### config.mk
export PLATFORM = sky130hd
export DESIGN_NAME = serstat_irq
export DESIGN_NICKNAME = d
export VERILOG_FILES = /design/src/rtl/sis_pkg.sv /design/src/rtl/sis_edge_det.sv /design/src/rtl/sis_flag_bank.sv /design/src/rtl/sis_irq_merge.sv /design/src/rtl/serstat_irq.sv
export SDC_FILE = /design/constraint.sdc
export NUM_CORES = 1
export LEC_CHECK = 0
export BUFFER_PORTS_ARGS = -buffer_cell sky130_fd_sc_hd__buf_2
export CAP_MARGIN = 10
export CORE_ASPECT_RATIO = 1.2
export CORE_UTILIZATION = 24
export DETAILED_ROUTE_END_ITERATION = 6
export PLACE_DENSITY_LB_ADDON = 0.12
export SLEW_MARGIN = 30
export SYNTH_ARGS = -nofsm -noshare
export SYNTH_HDL_FRONTEND = slang
export SYNTH_HIERARCHICAL = 1
export SYNTH_SLANG_ARGS = --single-unit
### constraint.sdc
create_clock -name clk -period 3.5 [get_ports clk]
set_clock_uncertainty 0.05 [all_clocks]
set_input_delay 0.175 -clock clk [delete_from_list [all_inputs] [get_ports clk]]
set_output_delay 0.175 -clock clk [all_outputs]
set_load 0.05 [all_outputs]
### src/rtl/sis_pkg.sv
package sis_pkg;
    // event counts
    localparam int NUM_LVL = 7;
    localparam int NUM_PLS = 2;
    localparam int NUM_EVT = NUM_LVL + NUM_PLS;

    // flag positions
    localparam int EV_TX_DONE  = 0;
    localparam int EV_TX_SPACE = 1;
    localparam int EV_RX_DATA  = 2;
    localparam int EV_TXDMA_A  = 3;
    localparam int EV_TXDMA_B  = 4;
    localparam int EV_RXDMA_A  = 5;
    localparam int EV_RXDMA_B  = 6;
    localparam int EV_RX_OVR   = 7;
    localparam int EV_TX_UND   = 8;

    // 1 = event on falling status bit, 0 = rising
    localparam logic [NUM_LVL-1:0] LVL_FALL = 7'b1111000;

    typedef logic [NUM_EVT-1:0] evt_vec_t;
endpackage

### src/rtl/sis_edge_det.sv
module sis_edge_det #(
    parameter int            N    = 7,
    parameter logic [N-1:0]  FALL = '0,
    parameter logic [N-1:0]  RST  = '0
) (
    input  logic         clk,
    input  logic         rst_n,
    input  logic [N-1:0] lvl_i,
    output logic [N-1:0] evt_o
);
    typedef struct packed {
        logic [N-1:0] prev;
        logic         armed;
    } state_t;

    state_t st_d, st_q;

    always_comb begin
        st_d       = st_q;
        st_d.prev  = lvl_i;
        st_d.armed = 1'b1;
    end

    always_ff @(posedge clk or negedge rst_n) begin
        if (!rst_n) begin
            st_q.prev  <= RST;
            st_q.armed <= 1'b0;
        end else begin
            st_q <= st_d;
        end
    end

    for (genvar g = 0; g < N; g++) begin : g_bit
        if (FALL[g]) begin : g_fall
            assign evt_o[g] = st_q.prev[g] & ~lvl_i[g];
        end else begin : g_rise
            assign evt_o[g] = ~st_q.prev[g] & lvl_i[g];
        end

        // an unchanged status bit never produces an event (r1..r3 rising, r4 falling)
        p_stable_no_evt_r4: assert property (@(posedge clk) disable iff (!rst_n || !st_q.armed)
            $stable(lvl_i[g]) |-> !evt_o[g]);
    end
endmodule

### src/rtl/sis_flag_bank.sv
module sis_flag_bank #(
    parameter int           N        = 9,
    parameter logic [N-1:0] MASK_RST = '0
) (
    input  logic         clk,
    input  logic         rst_n,
    input  logic [N-1:0] evt_i,
    input  logic         clr_we_i,
    input  logic [N-1:0] clr_i,
    input  logic         mask_we_i,
    input  logic [N-1:0] mask_i,
    output logic [N-1:0] flags_o,
    output logic [N-1:0] mask_o,
    output logic [N-1:0] flags_d_o,
    output logic [N-1:0] mask_d_o
);
    typedef struct packed {
        logic [N-1:0] flags;
        logic [N-1:0] mask;
    } state_t;

    state_t       st_d, st_q;
    logic [N-1:0] clr_eff;

    always_comb begin
        clr_eff  = clr_we_i ? clr_i : '0;
        st_d     = st_q;
        st_d.flags = (st_q.flags & ~clr_eff) | evt_i;
        if (mask_we_i) begin
            st_d.mask = mask_i;
        end
    end

    always_ff @(posedge clk or negedge rst_n) begin
        if (!rst_n) begin
            st_q.flags <= '0;
            st_q.mask  <= MASK_RST;
        end else begin
            st_q <= st_d;
        end
    end

    assign flags_o   = st_q.flags;
    assign mask_o    = st_q.mask;
    assign flags_d_o = st_d.flags;
    assign mask_d_o  = st_d.mask;

    for (genvar g = 0; g < N; g++) begin : g_chk
        p_sticky_r7: assert property (@(posedge clk) disable iff (!rst_n)
            (flags_o[g] && !(clr_we_i && clr_i[g])) |=> flags_o[g]);
        p_w1c_r8: assert property (@(posedge clk) disable iff (!rst_n)
            (clr_we_i && clr_i[g] && !evt_i[g]) |=> !flags_o[g]);
        p_evt_wins_r9: assert property (@(posedge clk) disable iff (!rst_n)
            evt_i[g] |=> flags_o[g]);
        p_no_spurious_r6: assert property (@(posedge clk) disable iff (!rst_n)
            (!flags_o[g] && !evt_i[g]) |=> !flags_o[g]);
    end

    p_mask_wr_r10: assert property (@(posedge clk) disable iff (!rst_n)
        mask_we_i |=> (mask_o == $past(mask_i)));
    p_mask_hold_r10: assert property (@(posedge clk) disable iff (!rst_n)
        !mask_we_i |=> $stable(mask_o));
endmodule

### src/rtl/sis_irq_merge.sv
module sis_irq_merge #(
    parameter int N = 9
) (
    input  logic         clk,
    input  logic         rst_n,
    input  logic [N-1:0] flags_d_i,
    input  logic [N-1:0] mask_d_i,
    output logic         irq_o
);
    typedef struct packed {
        logic irq;
    } state_t;

    state_t       st_d, st_q;
    logic [N-1:0] live;

    always_comb begin
        live     = flags_d_i & mask_d_i;
        st_d     = st_q;
        st_d.irq = |live;
    end

    always_ff @(posedge clk or negedge rst_n) begin
        if (!rst_n) begin
            st_q.irq <= 1'b0;
        end else begin
            st_q <= st_d;
        end
    end

    assign irq_o = st_q.irq;
endmodule

### src/rtl/serstat_irq.sv
module serstat_irq
    import sis_pkg::*;
#(
    parameter logic [NUM_LVL-1:0] LVL_RST  = 7'b0000011,
    parameter logic [NUM_EVT-1:0] MASK_RST = '0
) (
    input  logic               clk,
    input  logic               rst_n,
    input  logic               tx_idle_i,
    input  logic               tx_free_i,
    input  logic               rx_valid_i,
    input  logic [1:0]         txdma_act_i,
    input  logic [1:0]         rxdma_act_i,
    input  logic               rx_ovr_i,
    input  logic               tx_und_i,
    input  logic               clr_we_i,
    input  logic [NUM_EVT-1:0] clr_data_i,
    input  logic               mask_we_i,
    input  logic [NUM_EVT-1:0] mask_data_i,
    output logic [NUM_EVT-1:0] flags_o,
    output logic [NUM_EVT-1:0] mask_o,
    output logic               irq_o
);
    logic [NUM_LVL-1:0] lvl;
    logic [NUM_LVL-1:0] lvl_evt;
    evt_vec_t           evt;
    evt_vec_t           flags_d;
    evt_vec_t           mask_d;

    always_comb begin
        lvl                          = '0;
        lvl[EV_TX_DONE]              = tx_idle_i;
        lvl[EV_TX_SPACE]             = tx_free_i;
        lvl[EV_RX_DATA]              = rx_valid_i;
        lvl[EV_TXDMA_A]              = txdma_act_i[0];
        lvl[EV_TXDMA_B]              = txdma_act_i[1];
        lvl[EV_RXDMA_A]              = rxdma_act_i[0];
        lvl[EV_RXDMA_B]              = rxdma_act_i[1];
        evt                          = '0;
        evt[NUM_LVL-1:0]             = lvl_evt;
        evt[EV_RX_OVR]               = rx_ovr_i;
        evt[EV_TX_UND]               = tx_und_i;
    end

    sis_edge_det #(
        .N    (NUM_LVL),
        .FALL (LVL_FALL),
        .RST  (LVL_RST)
    ) u_edge (
        .clk   (clk),
        .rst_n (rst_n),
        .lvl_i (lvl),
        .evt_o (lvl_evt)
    );

    sis_flag_bank #(
        .N        (NUM_EVT),
        .MASK_RST (MASK_RST)
    ) u_bank (
        .clk       (clk),
        .rst_n     (rst_n),
        .evt_i     (evt),
        .clr_we_i  (clr_we_i),
        .clr_i     (clr_data_i),
        .mask_we_i (mask_we_i),
        .mask_i    (mask_data_i),
        .flags_o   (flags_o),
        .mask_o    (mask_o),
        .flags_d_o (flags_d),
        .mask_d_o  (mask_d)
    );

    sis_irq_merge #(
        .N (NUM_EVT)
    ) u_merge (
        .clk       (clk),
        .rst_n     (rst_n),
        .flags_d_i (flags_d),
        .mask_d_i  (mask_d),
        .irq_o     (irq_o)
    );

    p_irq_match_r11: assert property (@(posedge clk) disable iff (!rst_n)
        1'b1 |=> (irq_o == |(flags_o & mask_o)));
    p_ovr_sets_r5: assert property (@(posedge clk) disable iff (!rst_n)
        rx_ovr_i |=> flags_o[EV_RX_OVR]);
    p_und_sets_r5: assert property (@(posedge clk) disable iff (!rst_n)
        tx_und_i |=> flags_o[EV_TX_UND]);
    p_txdone_r1: assert property (@(posedge clk) disable iff (!rst_n)
        $rose(tx_idle_i) |=> flags_o[EV_TX_DONE]);
    p_txspace_r2: assert property (@(posedge clk) disable iff (!rst_n)
        $rose(tx_free_i) |=> flags_o[EV_TX_SPACE]);
    p_rxdata_r3: assert property (@(posedge clk) disable iff (!rst_n)
        $rose(rx_valid_i) |=> flags_o[EV_RX_DATA]);
endmodule

[Word level (Yosys, flattened, before mapping)]
Cells that the tools add are included.
Cells by class
  bitwise logic cells: 18
  reduce and logical (&&, ||, !) cells: 1
  multiplexer cells: 2
Operators with widths (count)
  $and 9x9->9: 2
  $mux 9: 2
  $not 9->9: 1
  $or 9x9->9: 1
  $reduce_or 9->1: 1
  $and 1x1->1: 7
  $not 1->1: 7
Word-level totals
  word-level logic and storage cells: 25
  bits in registers: 26
  input port bits: 31
  output and inout port bits: 19

[Logic depth before layout (Yosys ltp)]
  depth after elaboration: 6
  gate-level depth with buffers: 6
  depth with buffers taken out: 5

[Hierarchy]
Netlist, hierarchy kept.
Modules (own cells, without submodules)
  sis_flag_bank: cells each 47, sequential area each 450.4 um^2, area each 703.2 um^2, instances 1
  sis_edge_det: cells each 14, sequential area each 177.7 um^2, area each 274.0 um^2, instances 1
  sis_irq_merge: cells each 6, sequential area each 25.0 um^2, area each 71.3 um^2, instances 1

[Worst setup path before layout]
OpenSTA, ideal clock, no wires.
  kind: reg-to-reg
  start point: register u_bank.st_q, in the netlist u_bank/mask_o[4]
  end point: register u_merge.st_q (netlist: u_merge/irq_o)
  clock period less this slack: 1.518 ns
  arrival: 1.333 ns
  setup time: 0.135 ns
  setup slack: 1.982 ns
  buffers on the path: 0
  cell stages (with the launch flop): 5
  required time: 3.315 ns
  cells stage by stage: dfrtp_1 -> mux2_4 -> a22o_1 -> a221oi_2 -> nand3_1
Between the ends
  cells in the longest elaborated chain, start to end: 3
Ends and longest elaborated chain
  start, declared: RTL line sis_flag_bank.sv:22  | state_t st_d, st_q;
  start signal, assigned: RTL line sis_flag_bank.sv:39  | st_q <= st_d;
  $mux 9: RTL line sis_flag_bank.sv:29  | if (mask_we_i) begin
  named net mask_d[4]: RTL line serstat_irq.sv:28  | evt_vec_t mask_d;
  $and 9x9->9: RTL line sis_irq_merge.sv:18  | live = flags_d_i & mask_d_i;
  $reduce_or 9->1: RTL line sis_irq_merge.sv:20  | st_d.irq = |live;
  named net u_merge.st_d: RTL line sis_irq_merge.sv:14  | state_t st_d, st_q;
  end signal, assigned: RTL line sis_irq_merge.sv:27  | st_q <= st_d;
  end, declared: RTL line sis_irq_merge.sv:14
The timed path passes the listed nets, and every way through them passes these cells.

[Worst setup path after layout]
  start point: input port tx_idle_i
  end point: register u_merge.st_q (netlist: u_merge/irq_o)
Between the ends
  cells in the longest elaborated chain, start to end: 4
Ends and longest elaborated chain
  start, declared: RTL line serstat_irq.sv:9  | input logic tx_idle_i,
  $and 1x1->1: RTL line sis_edge_det.sv:37  | assign evt_o[g] = ~st_q.prev[g] & lvl_i[g];
  named net lvl_evt[0]: RTL line serstat_irq.sv:25  | logic [NUM_LVL-1:0] lvl_evt;
  $or 9x9->9: RTL line sis_flag_bank.sv:28  | st_d.flags = (st_q.flags & ~clr_eff) | evt_i;
  named net flags_d[0]: RTL line serstat_irq.sv:27  | evt_vec_t flags_d;
  $and 9x9->9: RTL line sis_irq_merge.sv:18
  $reduce_or 9->1: RTL line sis_irq_merge.sv:20
  named net u_merge.st_d: RTL line sis_irq_merge.sv:14
The timed path passes the listed nets, and every way through them passes these cells.

==> impl_metrics.csv <==
group,metric,value,unit
grt,antenna_found_initial,0,
die,dieArea,0.00464,mm^2
yosys,synth_top_flop_cell,"dfrtp_1",
run_status,status,"finished clean",
yosys,ys_ff_latch,26,
placed_design,hpwlAfterDp,1670,um
sta,slew-limit-headroom,0.613,
sta,setup_ws,1950,ps
layout,drive_gt1_frac,0.571,
yosys,syn_area,0.00105,mm^2
setup_path,worst_ep_arrival_time,1640,ps
yosys,synth_top_area_frac,0.573,
grt,grt_pass1_vias,716,
placed_design,routabilityCongestion,0.630,
power_and_ir_drop,pwr-share-comb,0.264,
power_and_ir_drop,swShare,0.316,
layout,area_growth,41.2,%
power_and_ir_drop,peakVddDrop,0.162,mV
detailed_routing,routed-via-count,707,
power_and_ir_drop,power_frac_seq,0.471,
clocking,clockBufferDepth,2,
die,die_w,62.3,um
clocking,cts_tree,"yes",
yosys,yosysTopAreaCell,"dfrtp_1",
sta,rsz0062_at_grt,"no",
yosys,postSynthAreaPerCell,15.6,um^2
sta,fmax,0.646,GHz
yosys,synth_common_cells,"dfrtp_1 (24), a21o_1 (9), mux2_4 (9), nand2_1 (9), nor2b_4 (7)",
job,cap_viol_max_count,0,
sta,fin_crit_sh,0.442,
yosys,yosysWarnings,6,
clocking,cts.sinks,26,
min_path,worst_hold_path_type,"input pin to flop",
power_and_ir_drop,power_switching,0.228,mW
yosys,yosys-top-cells-area,"dfrtp_1 (57%), mux2_4 (13%), nor2b_4 (9.2%)",
power_and_ir_drop,clkPwrFrac,0.265,
power_and_ir_drop,p_int,0.495,mW
yosys,async_reset_ff_frac,1.00,
sta,slew_violations,0,
setup_path,critPathMaxFanout,2,
setup_path,cp-start-kind,"input pin",
die,fp.coreArea,0.00407,mm^2
die,start_util,0.258,
clocking,clock-root-buffer,"clkbuf_8",
layout,final_nets,158,
detailed_routing,wl,2250,um
die,dieHeight,74.4,um
grt,grt_max_degree,27,
grt,grt_overflow_total,0,
sta,tns,0,ps
yosys,yosysMostFrequentCell,"dfrtp_1",
sta,finalSetupViolCount,0,
detailed_routing,route.detailed.drc,0,
detailed_routing,vias_per_cell,3.93,
power_and_ir_drop,power_density,489,mW/mm^2
setup_path,end_kind,"flop",
clocking,clkTransAtPathRegs,90,ps
yosys,yosysSeqAreaShare,0.623,
clocking,clock_insertion_delay_worst_skew,270,ps
detailed_routing,firstDrtPassIters,4,
detailed_routing,antenna_left,0,
detailed_routing,drtIter0Drc,9,
clocking,cts_resized,0,
grt,grt_pass1_wl,3730,um
power_and_ir_drop,leakage,0.753,nW
grt,track_usage,0.109,
die,rows,25,
yosys,synth_nets,98,
placed_design,portBuffers,49,
sta,tightest_slew,580,ps
setup_path,worstSetupPathType,"input pin to flop",
clocking,cts_buffers,3,
yosys,yosysUniqueCellTypes,13,
detailed_routing,wl_per_cell,12.5,um
placed_design,dp_slack,1970,ps
yosys,synth_edf_count,0,
yosys,syn_inst,67,
die,io_pins,50,
clocking,htreeDepth,1,
layout,diodes,0,
setup_path,cp_data_required_time,3590,ps
sta,fin_crit,1550,ps
sta,hold_violations,0,
[critical path, stage by stage]
cell and delay [ps]:
dlygate4sd3_1 530, buf_2 130, nor2b_4 110, a21o_1 160
a22o_1 210, a221oi_2 200, nand3_1 120
[cell usage in the layout (no fill, tap or decap), drive strengths merged]
| cell | n |
|---|---|
| buf | 49 |
| a221oi | 1 |
| a222oi | 1 |
| a22o | 1 |
| nand3 | 1 |
| mux2 | 9 |
| nor2b | 7 |
| a21o | 9 |
| nand2 | 9 |
| dfstp | 2 |
| dlygate4sd3 | 8 |
| dfrtp | 24 |
| clkbuf | 4 |
| a22oi | 1 |
[metal layers]
metal | routed length, um | track usage | up-vias
li1 | - | - | 351
met1 | 1110 | 0.154 | 322
met2 | 983 | 0.156 | 30
met3 | 106 | 0.0184 | 4
met5 | 0 | 0 | -
met4 | 44 | 0.0698 | 0
[state kept, by name (all words and copies together), names as in the netlist]
signal          cells
u_bank/flags_o      9
u_bank/mask_o       9
u_edge/st_q         7
u_merge/irq_o       1
[cells by family after synthesis]
logic type | after synthesis | synth area share
muxes | 9 | 0.129
buffers and inverters | 2 | 0.0155
AOI/OAI and AO/OA | 13 | 0.104
and+or+nand+nor | 17 | 0.129
DFF | 26 | 0.623
[power by group through the flow]
stage / clock [mW] / combinational, mW / sequential, mW
after floorplan: 0 / 0.0517 / 0.424
after detailed placement: 0 / 0.187 / 0.346
final: 0.192 / 0.191 / 0.341
after CTS: 0.205 / 0.194 / 0.341
after global routing: 0.217 / 0.203 / 0.345
after global placement: 0 / 0.186 / 0.346
[worst paths after layout]
kind | start | endpoint | slack [ps] | cells past startpoint
setup / recovery | tx_idle_i | u_merge/irq_o | 1950 | 7
hold / removal | tx_und_i | u_bank/flags_o[8] | 80 | 2
setup reg to reg | u_edge/st_q[1] | u_merge/irq_o | 2050 | 5
hold reg to reg | u_bank/flags_o[0] | u_bank/flags_o[0] | 470 | 1
max in group asynchronous | rst_n | u_bank/mask_o[7] | 2630 | 2
min in group asynchronous | rst_n | u_bank/flags_o[8] | 390 | 2
[timing repair]
| item | CTS | global route |
|---|---|---|
| endpoints found under the setup margin | 0 | 0 |
| buffers inserted | 0 | 0 |
| endpoints found under the hold margin | 31 | 0 |
| hold buffers | 8 | 0 |
[area by class of cell]
type,instances,area (um^2)
clock buffers,4,55.1
fillers,420,2590
multi-input cells,39,379
flip-flops and latches,26,653
well taps,54,67.6
repair buffers,57,325
[per-stage QoR]
step / area (um^2) / cells / utilization / hold slack (ps) / total power, mW
floorplan: 1050 / 67 / - / -171 / 0.476
global placement: 1350 / 168 / 0.331 / 161 / 0.531
detailed placement: 1350 / 168 / 0.331 / 173 / 0.533
CTS: 1480 / 180 / 0.364 / 63.0 / 0.740
global route: 1480 / 180 / 0.364 / 70.6 / 0.765
finish: 1480 / 180 / 0.364 / 75.2 / 0.723
No activity file was read; power rests on OpenSTA's default activity.
